[config.mk]
export PLATFORM = sky130hd
export DESIGN_NAME = pretrig_channel
export DESIGN_NICKNAME = d
export VERILOG_FILES = /design/src/rtl/pt_pkg.sv /design/src/rtl/pt_cfg_regs.sv /design/src/rtl/pt_trig_sched.sv /design/src/rtl/pt_seq_mon.sv /design/src/rtl/pretrig_channel.sv
export SDC_FILE = /design/constraint.sdc
export NUM_CORES = 1
export LEC_CHECK = 0
export BUFFER_PORTS_ARGS = -buffer_cell sky130_fd_sc_hd__buf_2
export CAP_MARGIN = 20
export CORE_UTILIZATION = 45
export DETAILED_ROUTE_END_ITERATION = 6
export GPL_ROUTABILITY_DRIVEN = 0
export HOLD_SLACK_MARGIN = 0.15
export PLACE_DENSITY = 0.71
export SLEW_MARGIN = 20
export SYNTH_ARGS = -nofsm -noshare
export SYNTH_HDL_FRONTEND = slang
export SYNTH_SLANG_ARGS = --single-unit
[constraint.sdc]
create_clock -name clk -period 2.6 [get_ports clk]
set_input_delay 0.13 -clock clk [delete_from_list [all_inputs] [get_ports clk]]
set_output_delay 0.13 -clock clk [all_outputs]
set_load 0.01 [all_outputs]
[src/rtl/pt_pkg.sv]
package pt_pkg;
  localparam int unsigned FIELD_W = 8;
  localparam int unsigned DATA_W  = 3 * FIELD_W;
  localparam int unsigned ADDR_W  = 4;

  localparam logic [ADDR_W-1:0] A_CTRL     = 4'd0;
  localparam logic [ADDR_W-1:0] A_STAT     = 4'd1;
  localparam logic [ADDR_W-1:0] A_DLY_BASE = 4'd2;

  localparam int unsigned CTRL_EN_LSB   = 0;
  localparam int unsigned CTRL_MODE_LSB = FIELD_W;
  localparam int unsigned CTRL_B2B_LSB  = 2 * FIELD_W;
  localparam int unsigned STAT_ERR_LSB  = 0;
  localparam int unsigned STAT_FLAG_LSB = 2 * FIELD_W;
endpackage

[src/rtl/pt_cfg_regs.sv]
module pt_cfg_regs
  import pt_pkg::*;
#(
  parameter int unsigned NUM_PT = 8,
  parameter int unsigned CNT_W  = 16
) (
  input  logic                           clk,
  input  logic                           rst_n,
  input  logic                           wr_en_i,
  input  logic [ADDR_W-1:0]              wr_addr_i,
  input  logic [DATA_W-1:0]              wr_data_i,
  output logic [NUM_PT-1:0]              en_o,
  output logic [NUM_PT-1:0]              mode_o,
  output logic [NUM_PT-1:0]              b2b_o,
  output logic [NUM_PT-1:0][CNT_W-1:0]   dly_o
);

  logic ctrl_we;
  logic [NUM_PT-1:0] en_q, mode_q, b2b_q;

  assign ctrl_we = wr_en_i && (wr_addr_i == A_CTRL);

  always_ff @(posedge clk or negedge rst_n) begin
    if (!rst_n) begin
      en_q   <= '0;
      mode_q <= '0;
      b2b_q  <= '0;
    end else if (ctrl_we) begin
      en_q   <= wr_data_i[CTRL_EN_LSB   +: NUM_PT];
      mode_q <= wr_data_i[CTRL_MODE_LSB +: NUM_PT];
      b2b_q  <= wr_data_i[CTRL_B2B_LSB  +: NUM_PT];
    end
  end

  assign en_o   = en_q;
  assign mode_o = mode_q;
  assign b2b_o  = b2b_q;

  // One delay register per slot, each at its own address
  for (genvar m = 0; m < NUM_PT; m++) begin : g_dly
    logic             dly_we;
    logic [CNT_W-1:0] dly_q;

    assign dly_we = wr_en_i && (wr_addr_i == ADDR_W'(int'(A_DLY_BASE) + m));

    always_ff @(posedge clk or negedge rst_n) begin
      if (!rst_n)      dly_q <= '0;
      else if (dly_we) dly_q <= wr_data_i[CNT_W-1:0];
    end

    assign dly_o[m] = dly_q;
  end

  // a control write is visible in the next cycle
  a_r11_ctrl_write: assert property (@(posedge clk) disable iff (!rst_n)
    ctrl_we |=> (en_o == $past(wr_data_i[CTRL_EN_LSB +: NUM_PT])));

endmodule

[src/rtl/pt_trig_sched.sv]
module pt_trig_sched #(
  parameter int unsigned NUM_PT = 8,
  parameter int unsigned CNT_W  = 16,
  parameter int unsigned IDX_W  = 3
) (
  input  logic                           clk,
  input  logic                           rst_n,
  input  logic                           start_i,
  input  logic [CNT_W-1:0]               count_i,
  input  logic [NUM_PT-1:0]              en_i,
  input  logic [NUM_PT-1:0]              mode_i,
  input  logic [NUM_PT-1:0]              b2b_i,
  input  logic [NUM_PT-1:0][CNT_W-1:0]   dly_i,
  input  logic [NUM_PT-1:0]              chain_go_i,
  input  logic                           flag_we_i,
  input  logic [NUM_PT-1:0]              flag_wdata_i,
  output logic                           fire_o,
  output logic [IDX_W-1:0]               sel_o,
  output logic [NUM_PT-1:0]              flag_o
);

  // Slot 0 has no lower neighbour, so its chain bit is masked off
  localparam logic [NUM_PT-1:0] CHAIN_OK = ~NUM_PT'(1);

  logic [NUM_PT-1:0] b2b_eff, chain_sel, dly_sel, imm_sel;
  logic [NUM_PT-1:0] match;
  logic [NUM_PT-1:0] dly_arm_q, dly_arm_n;
  logic [NUM_PT-1:0] chn_arm_q, chn_arm_n;
  logic [NUM_PT-1:0] dly_hit, chn_hit;
  logic [NUM_PT-1:0] new_req, cand, grant;
  logic [NUM_PT-1:0] pend_q, pend_n;
  logic [NUM_PT-1:0] flag_q, flag_n, flag_keep;
  logic              fire_q, fire_n;
  logic [IDX_W-1:0]  sel_q, sel_n;

  assign b2b_eff   = b2b_i & CHAIN_OK;
  assign chain_sel = en_i & b2b_eff;
  assign dly_sel   = en_i & mode_i & ~b2b_eff;
  assign imm_sel   = en_i & ~mode_i & ~b2b_eff;

  for (genvar m = 0; m < NUM_PT; m++) begin : g_cmp
    assign match[m] = (count_i == dly_i[m]);
  end

  // Arming and hit detection; a start re-arms and masks hits in its own cycle
  always_comb begin
    dly_hit = start_i ? '0 : (dly_arm_q & match);
    chn_hit = start_i ? '0 : (chn_arm_q & chain_go_i);
    if (start_i) begin
      dly_arm_n = dly_sel;
      chn_arm_n = chain_sel;
    end else begin
      dly_arm_n = dly_arm_q & ~dly_hit;
      chn_arm_n = chn_arm_q & ~chn_hit;
    end
  end

  // Request collection and lowest-index-first issue
  always_comb begin
    new_req = (start_i ? imm_sel : '0) | dly_hit | chn_hit;
    cand    = (pend_q | new_req) & en_i;
    grant   = cand & (~cand + NUM_PT'(1));
    pend_n  = cand & ~grant;
    fire_n  = |cand;
    sel_n   = sel_q;
    for (int i = 0; i < NUM_PT; i++) begin
      if (grant[i]) sel_n = IDX_W'(i);
    end
  end

  // Match flags: hardware set wins over a software clear
  always_comb begin
    flag_keep = flag_we_i ? flag_wdata_i : '1;
    flag_n    = start_i ? '0 : ((flag_q & flag_keep) | dly_hit);
  end

  always_ff @(posedge clk or negedge rst_n) begin
    if (!rst_n) begin
      dly_arm_q <= '0;
      chn_arm_q <= '0;
      pend_q    <= '0;
      flag_q    <= '0;
      fire_q    <= 1'b0;
      sel_q     <= '0;
    end else begin
      dly_arm_q <= dly_arm_n;
      chn_arm_q <= chn_arm_n;
      pend_q    <= pend_n;
      flag_q    <= flag_n;
      fire_q    <= fire_n;
      if (fire_n) sel_q <= sel_n;
    end
  end

  assign fire_o = fire_q;
  assign sel_o  = sel_q;
  assign flag_o = flag_q;

  // a start leaves every flag clear
  a_r9_start_clears_flags: assert property (@(posedge clk) disable iff (!rst_n)
    start_i |=> (flag_o == '0));

  // an immediate slot with nothing queued fires in the next cycle
  a_r2_immediate_fires: assert property (@(posedge clk) disable iff (!rst_n)
    (start_i && (pend_q == '0) && (imm_sel != '0)) |=> fire_o);

endmodule

[src/rtl/pt_seq_mon.sv]
module pt_seq_mon #(
  parameter int unsigned NUM_PT = 8,
  parameter int unsigned IDX_W  = 3
) (
  input  logic               clk,
  input  logic               rst_n,
  input  logic               fire_i,
  input  logic [IDX_W-1:0]   sel_i,
  input  logic               conv_busy_i,
  input  logic               conv_done_i,
  input  logic               err_we_i,
  input  logic [NUM_PT-1:0]  err_wdata_i,
  output logic [NUM_PT-1:0]  err_o,
  output logic [NUM_PT-1:0]  chain_go_o
);

  logic              own_act_q, own_act_n;
  logic [IDX_W-1:0]  owner_q;
  logic              busy_own, accept, refuse;
  logic [NUM_PT-1:0] err_q, err_n, err_set, err_keep;

  assign busy_own = own_act_q && conv_busy_i && !conv_done_i;
  assign accept   = fire_i && !busy_own;
  assign refuse   = fire_i && busy_own;

  always_comb begin
    if (accept)           own_act_n = 1'b1;
    else if (conv_done_i) own_act_n = 1'b0;
    else                  own_act_n = own_act_q;
  end

  always_comb begin
    err_set  = refuse ? (NUM_PT'(1) << sel_i) : '0;
    err_keep = err_we_i ? err_wdata_i : '1;
    err_n    = (err_q & err_keep) | err_set;
  end

  // Completion of a conversion owned by slot m-1 releases slot m
  assign chain_go_o[0] = 1'b0;
  for (genvar m = 1; m < NUM_PT; m++) begin : g_chain
    assign chain_go_o[m] = conv_done_i && own_act_q && (owner_q == IDX_W'(m - 1));
  end

  always_ff @(posedge clk or negedge rst_n) begin
    if (!rst_n) begin
      own_act_q <= 1'b0;
      owner_q   <= '0;
      err_q     <= '0;
    end else begin
      own_act_q <= own_act_n;
      if (accept) owner_q <= sel_i;
      err_q     <= err_n;
    end
  end

  assign err_o = err_q;

  // a refused request marks its own slot
  a_r7_refused_sets_err: assert property (@(posedge clk) disable iff (!rst_n)
    (fire_i && own_act_q && conv_busy_i && !conv_done_i) |=> err_o[$past(sel_i)]);

  // with no refusal, a status write masks the error bits
  a_r8_write_masks_err: assert property (@(posedge clk) disable iff (!rst_n)
    (err_we_i && !fire_i) |=> (err_o == ($past(err_o) & $past(err_wdata_i))));

endmodule

[src/rtl/pretrig_channel.sv]
module pretrig_channel
  import pt_pkg::*;
#(
  parameter int unsigned NUM_PT = 8,
  parameter int unsigned CNT_W  = 16
) (
  input  logic                                    clk,
  input  logic                                    rst_n,
  input  logic                                    start_i,
  input  logic [CNT_W-1:0]                        count_i,
  input  logic                                    conv_busy_i,
  input  logic                                    conv_done_i,
  input  logic                                    wr_en_i,
  input  logic [ADDR_W-1:0]                       wr_addr_i,
  input  logic [DATA_W-1:0]                       wr_data_i,
  output logic                                    pt_fire_o,
  output logic [((NUM_PT > 1) ? $clog2(NUM_PT) : 1)-1:0] pt_sel_o,
  output logic [NUM_PT-1:0]                       err_o,
  output logic [NUM_PT-1:0]                       flag_o
);

  localparam int unsigned IDX_W = (NUM_PT > 1) ? $clog2(NUM_PT) : 1;

  logic [NUM_PT-1:0]            en, mode, b2b, chain_go;
  logic [NUM_PT-1:0][CNT_W-1:0] dly;
  logic                         stat_we;
  logic                         fire;
  logic [IDX_W-1:0]             sel;

  assign stat_we = wr_en_i && (wr_addr_i == A_STAT);

  pt_cfg_regs #(.NUM_PT(NUM_PT), .CNT_W(CNT_W)) u_cfg (
    .clk       (clk),
    .rst_n     (rst_n),
    .wr_en_i   (wr_en_i),
    .wr_addr_i (wr_addr_i),
    .wr_data_i (wr_data_i),
    .en_o      (en),
    .mode_o    (mode),
    .b2b_o     (b2b),
    .dly_o     (dly)
  );

  pt_trig_sched #(.NUM_PT(NUM_PT), .CNT_W(CNT_W), .IDX_W(IDX_W)) u_sched (
    .clk          (clk),
    .rst_n        (rst_n),
    .start_i      (start_i),
    .count_i      (count_i),
    .en_i         (en),
    .mode_i       (mode),
    .b2b_i        (b2b),
    .dly_i        (dly),
    .chain_go_i   (chain_go),
    .flag_we_i    (stat_we),
    .flag_wdata_i (wr_data_i[STAT_FLAG_LSB +: NUM_PT]),
    .fire_o       (fire),
    .sel_o        (sel),
    .flag_o       (flag_o)
  );

  pt_seq_mon #(.NUM_PT(NUM_PT), .IDX_W(IDX_W)) u_mon (
    .clk         (clk),
    .rst_n       (rst_n),
    .fire_i      (fire),
    .sel_i       (sel),
    .conv_busy_i (conv_busy_i),
    .conv_done_i (conv_done_i),
    .err_we_i    (stat_we),
    .err_wdata_i (wr_data_i[STAT_ERR_LSB +: NUM_PT]),
    .err_o       (err_o),
    .chain_go_o  (chain_go)
  );

  assign pt_fire_o = fire;
  assign pt_sel_o  = sel;

endmodule

==> impl_metrics.py <==
metrics = {
    "run_status": {
        "outcome": "finished, final reports clean",
    },
    "cells_and_area": {
        "final_layout_size_suffix_gt1_share_pct": 33.52,
        "fin_util_pct": 53.68,
        "fin_nets": 920,
        "area_delta_synth_final_pct": 15.37,
        "insertedDiodeCount": 0,
    },
    "sta": {
        "worst_pin_slew_ps": 808.5,
        "hold_viol_final": 0,
        "max_freq_ghz": 0.4195,
        "rsz0062_at_grt": "false",
        "period_needed_ps": 2384,
        "slew_headroom_pct": 46.10,
        "drv_slew": 0,
        "tns_ps": 0,
        "setup_viol": 0,
        "fin_skew_ps": 8.082,
        "period_share_pct": 91.69,
    },
    "synth": {
        "synth_area_per_cell_sq_um": 12.26,
        "yosysTopAreaCell": "dfrtp_1",
        "ys_top_cells_by_count": "dfrtp_1, mux2_2, xnor2_1",
        "synth_top_cell_area_share_pct": 51.54,
        "async_flop_share_pct": 100.0,
        "synth_most_common_cell": "dfrtp_1",
        "ys_top_cells_by_area": "dfrtp_1, mux2_2, xnor2_1, xor2_1, o21ai_0",
        "yosys.cell_types.count": 57,
        "synth.net_count": 830,
        "synth_ff_type": "dfrtp_1",
        "synth.yosys.seq_area_share_pct": 51.54,
        "synth-edff-count": 0,
        "ys_seq_elements": 197,
        "netlist_instances": 780,
        "yosysWarnings": 0,
        "synth_area_sq_um": 9565,
    },
    "setup_path": {
        "worstSetupPathType": "flop to flop",
        "cp-end-kind": "flop",
        "arrival_ps": 2740,
        "start_kind": "flop",
        "path_max_fanout": 3,
        "reg2regPathDepth": 7,
        "r2r-end": "u_sched.sel_o[0]",
        "r2r_start": "u_cfg.g_dly[1].dly_q[12]",
        "worstPathRequired_ps": 2950,
        "r2r_setup_slack_ps": 220,
    },
    "power": {
        "netSwitchingPower_mw": 2.782,
        "internal_power_mw": 6.121,
        "ir_drop_v": 0.0004841,
        "p_comb_share_pct": 22.8,
        "power_frac_clock_pct": 29.0,
        "pwr-share-seq_pct": 48.2,
        "powerDensity_nw_per_um2": 806.8,
        "p_leak_nw": 4.765,
        "p_sw_share_pct": 31.25,
    },
    "hold_path": {
        "hp-class": "input port to flop",
        "holdPathEnd": "u_mon.err_o[4]",
        "min_from": "wr_data_i[4]",
        "whs_path_depth": 3,
    },
    "clock_tree": {
        "clk_latency_ps": 440,
        "cts_tree": "yes",
        "cts.clk_slew.worst_paths_ps": 70,
        "clk_path_buf_depth": 2,
        "htreeDepth": 4,
        "cts.sinks": 197,
        "numCtsBuffers": 17,
        "clock-root-buffer": "clkbuf_16",
    },
    "floorplan": {
        "rows": 52,
        "die-area_sq_um": 21840,
        "dieHeight_um": 147.8,
        "initial_core_util_pct": 46.53,
        "core_sq_um": 20560,
        "die_w_um": 147.8,
        "ios": 70,
    },
    "global_route": {
        "grt.overflow.total": 0,
        "grtUsageTotal_pct": 24.41,
        "top_usage_layer": "met2",
        "met1_usage_pct": 33.33,
        "grt_util_met2_pct": 38.61,
        "met3_usage_pct": 4.630,
        "first_global_vias": 6649,
        "grt_max_degree": 69,
        "antenna_found_initial": 0,
        "grt_pass1_wl_mm": 39.40,
    },
    "run": {
        "maxCapViolCount": 0,
    },
    "routing": {
        "final_antenna_net_count": 0,
        "wl_per_cell_um": 21.79,
        "dr.first_iter.drc_count": 425,
        "drc": 0,
        "drt-pass1-iter-count": 5,
        "viasPerCell": 5.690,
        "vias": 6561,
        "wl_mm": 25.12,
    },
    "placed_design": {
        "place_hpwl_mm": 17.79,
        "io_buffers": 69,
    },
}
## critical path: stages, from the launching register on
cell and delay [ps]:
dfrtp_1 390, xor2_1 160, or4_1 550, nor4_1 420
nand4_1 280, a21boi_1 190, o21ai_0 110, o2bb2ai_1 200
## per-layer routing
metal  vias up  part of all wire (%)
met2       202                    47
met3        35                   5.1
met5         -                     0
li1       2948                     -
met1      3376                    45
met4         0                   3.0
## worst max-delay path by stage
stage / endpoint / depth (start not counted) / slack, ps / start
floorplan: u_sched.fire_o / 8 / 700 / u_mon.own_act_q
global placement: u_sched.dly_arm_q[4] / 7 / 320 / count_i[15]
detailed placement: u_sched.sel_o[0] / 8 / 280 / count_i[0]
CTS: u_sched.sel_o[0] / 7 / 320 / u_cfg.g_dly[1].dly_q[12]
global route: u_sched.sel_o[0] / 7 / 180 / u_cfg.g_dly[1].dly_q[12]
finish: u_sched.sel_o[0] / 7 / 220 / u_cfg.g_dly[1].dly_q[12]
## kinds of logic (layout without fill, tap and decap cells)
family          count (synthesis)  in the layout  share of synthesized area [%]
flops                         197            197                          51.54
simple gates                  173            173                          10.74
mux                           153            153                          18.01
xor+xnor                      130            130                          11.90
compound gates                 75             75                          5.128
buf+inv                        52            155                          2.682
## layout by cell type (no fill, tap or decap), types with 5 or more instances in the layout
master and n:
dfrtp_1 197, mux2_2 153, xnor2_1 68, buf_2 68
xor2_1 62, o21ai_0 35, nand2_1 33, dlygate4sd3_1 24
nand4_1 23, buf_4 20, nor4_1 17, clkbuf_16 17
nand3_1 16, a21oi_1 14, nor2_1 13, nor3_1 12
nor2b_1 8, inv_1 7, and3_1 6, nand2b_1 6
nor4b_1 5, a31o_2 5
## final cells by class
cell class / count / area, sq um
fillers: 1812 / 9524
flip-flops and latches: 197 / 4930
well taps: 270 / 337.8
clock inverters: 15 / 148.9
multi-input cells: 531 / 4379
repair buffers: 115 / 784.5
clock buffers: 17 / 425.4
inverters: 8 / 30.03
## through the flow
stage	hold WS, ps	setup WS (ps)	power [mW]	cell area, sq um	instances
2_1_floorplan	-165.6	703.8	5.614	9565	780
3_3_place_gp	178.5	316.0	6.265	10220	1097
3_5_place_dp	175.5	279.1	6.333	10220	1097
4_1_cts	171.2	317.5	8.938	11040	1153
5_1_grt	182.9	183.2	9.338	11040	1153
6_report	191.6	216.2	8.903	11040	1153
## repair_timing
| action | CTS | global route |
|---|---|---|
| setup buffers | 0 | 0 |
| gates resized for setup | 0 | 0 |
| endpoints found under the hold margin | 191 | 0 |
| hold buffers | 24 | 0 |
## power by group through the flow
stage / clock network, mW / logic [mW] / registers (mW)
2_1_floorplan: 0 / 1.39 / 4.22
3_3_place_gp: 0 / 1.95 / 4.31
3_5_place_dp: 0 / 1.99 / 4.34
4_1_cts: 2.62 / 2.03 / 4.29
5_1_grt: 2.75 / 2.21 / 4.38
6_report: 2.58 / 2.03 / 4.29
## state kept, by name (all words and copies together), names as in the netlist
| register | flops |
|---|---|
| u_mon.err_o | 8 |
| u_cfg.g_dly.dly_q | 128 |
| u_cfg.b2b_o | 7 |
| u_sched.chn_arm_q | 7 |
| u_sched.fire_o | 1 |
| u_sched.sel_o | 3 |
| u_cfg.en_o | 8 |
| u_sched.flag_o | 8 |
| u_sched.dly_arm_q | 8 |
| u_sched.pend_q | 7 |
| u_cfg.mode_o | 8 |
| u_mon.owner_q | 3 |
| u_mon.own_act_q | 1 |
Power figures use the tool's default switching activity.
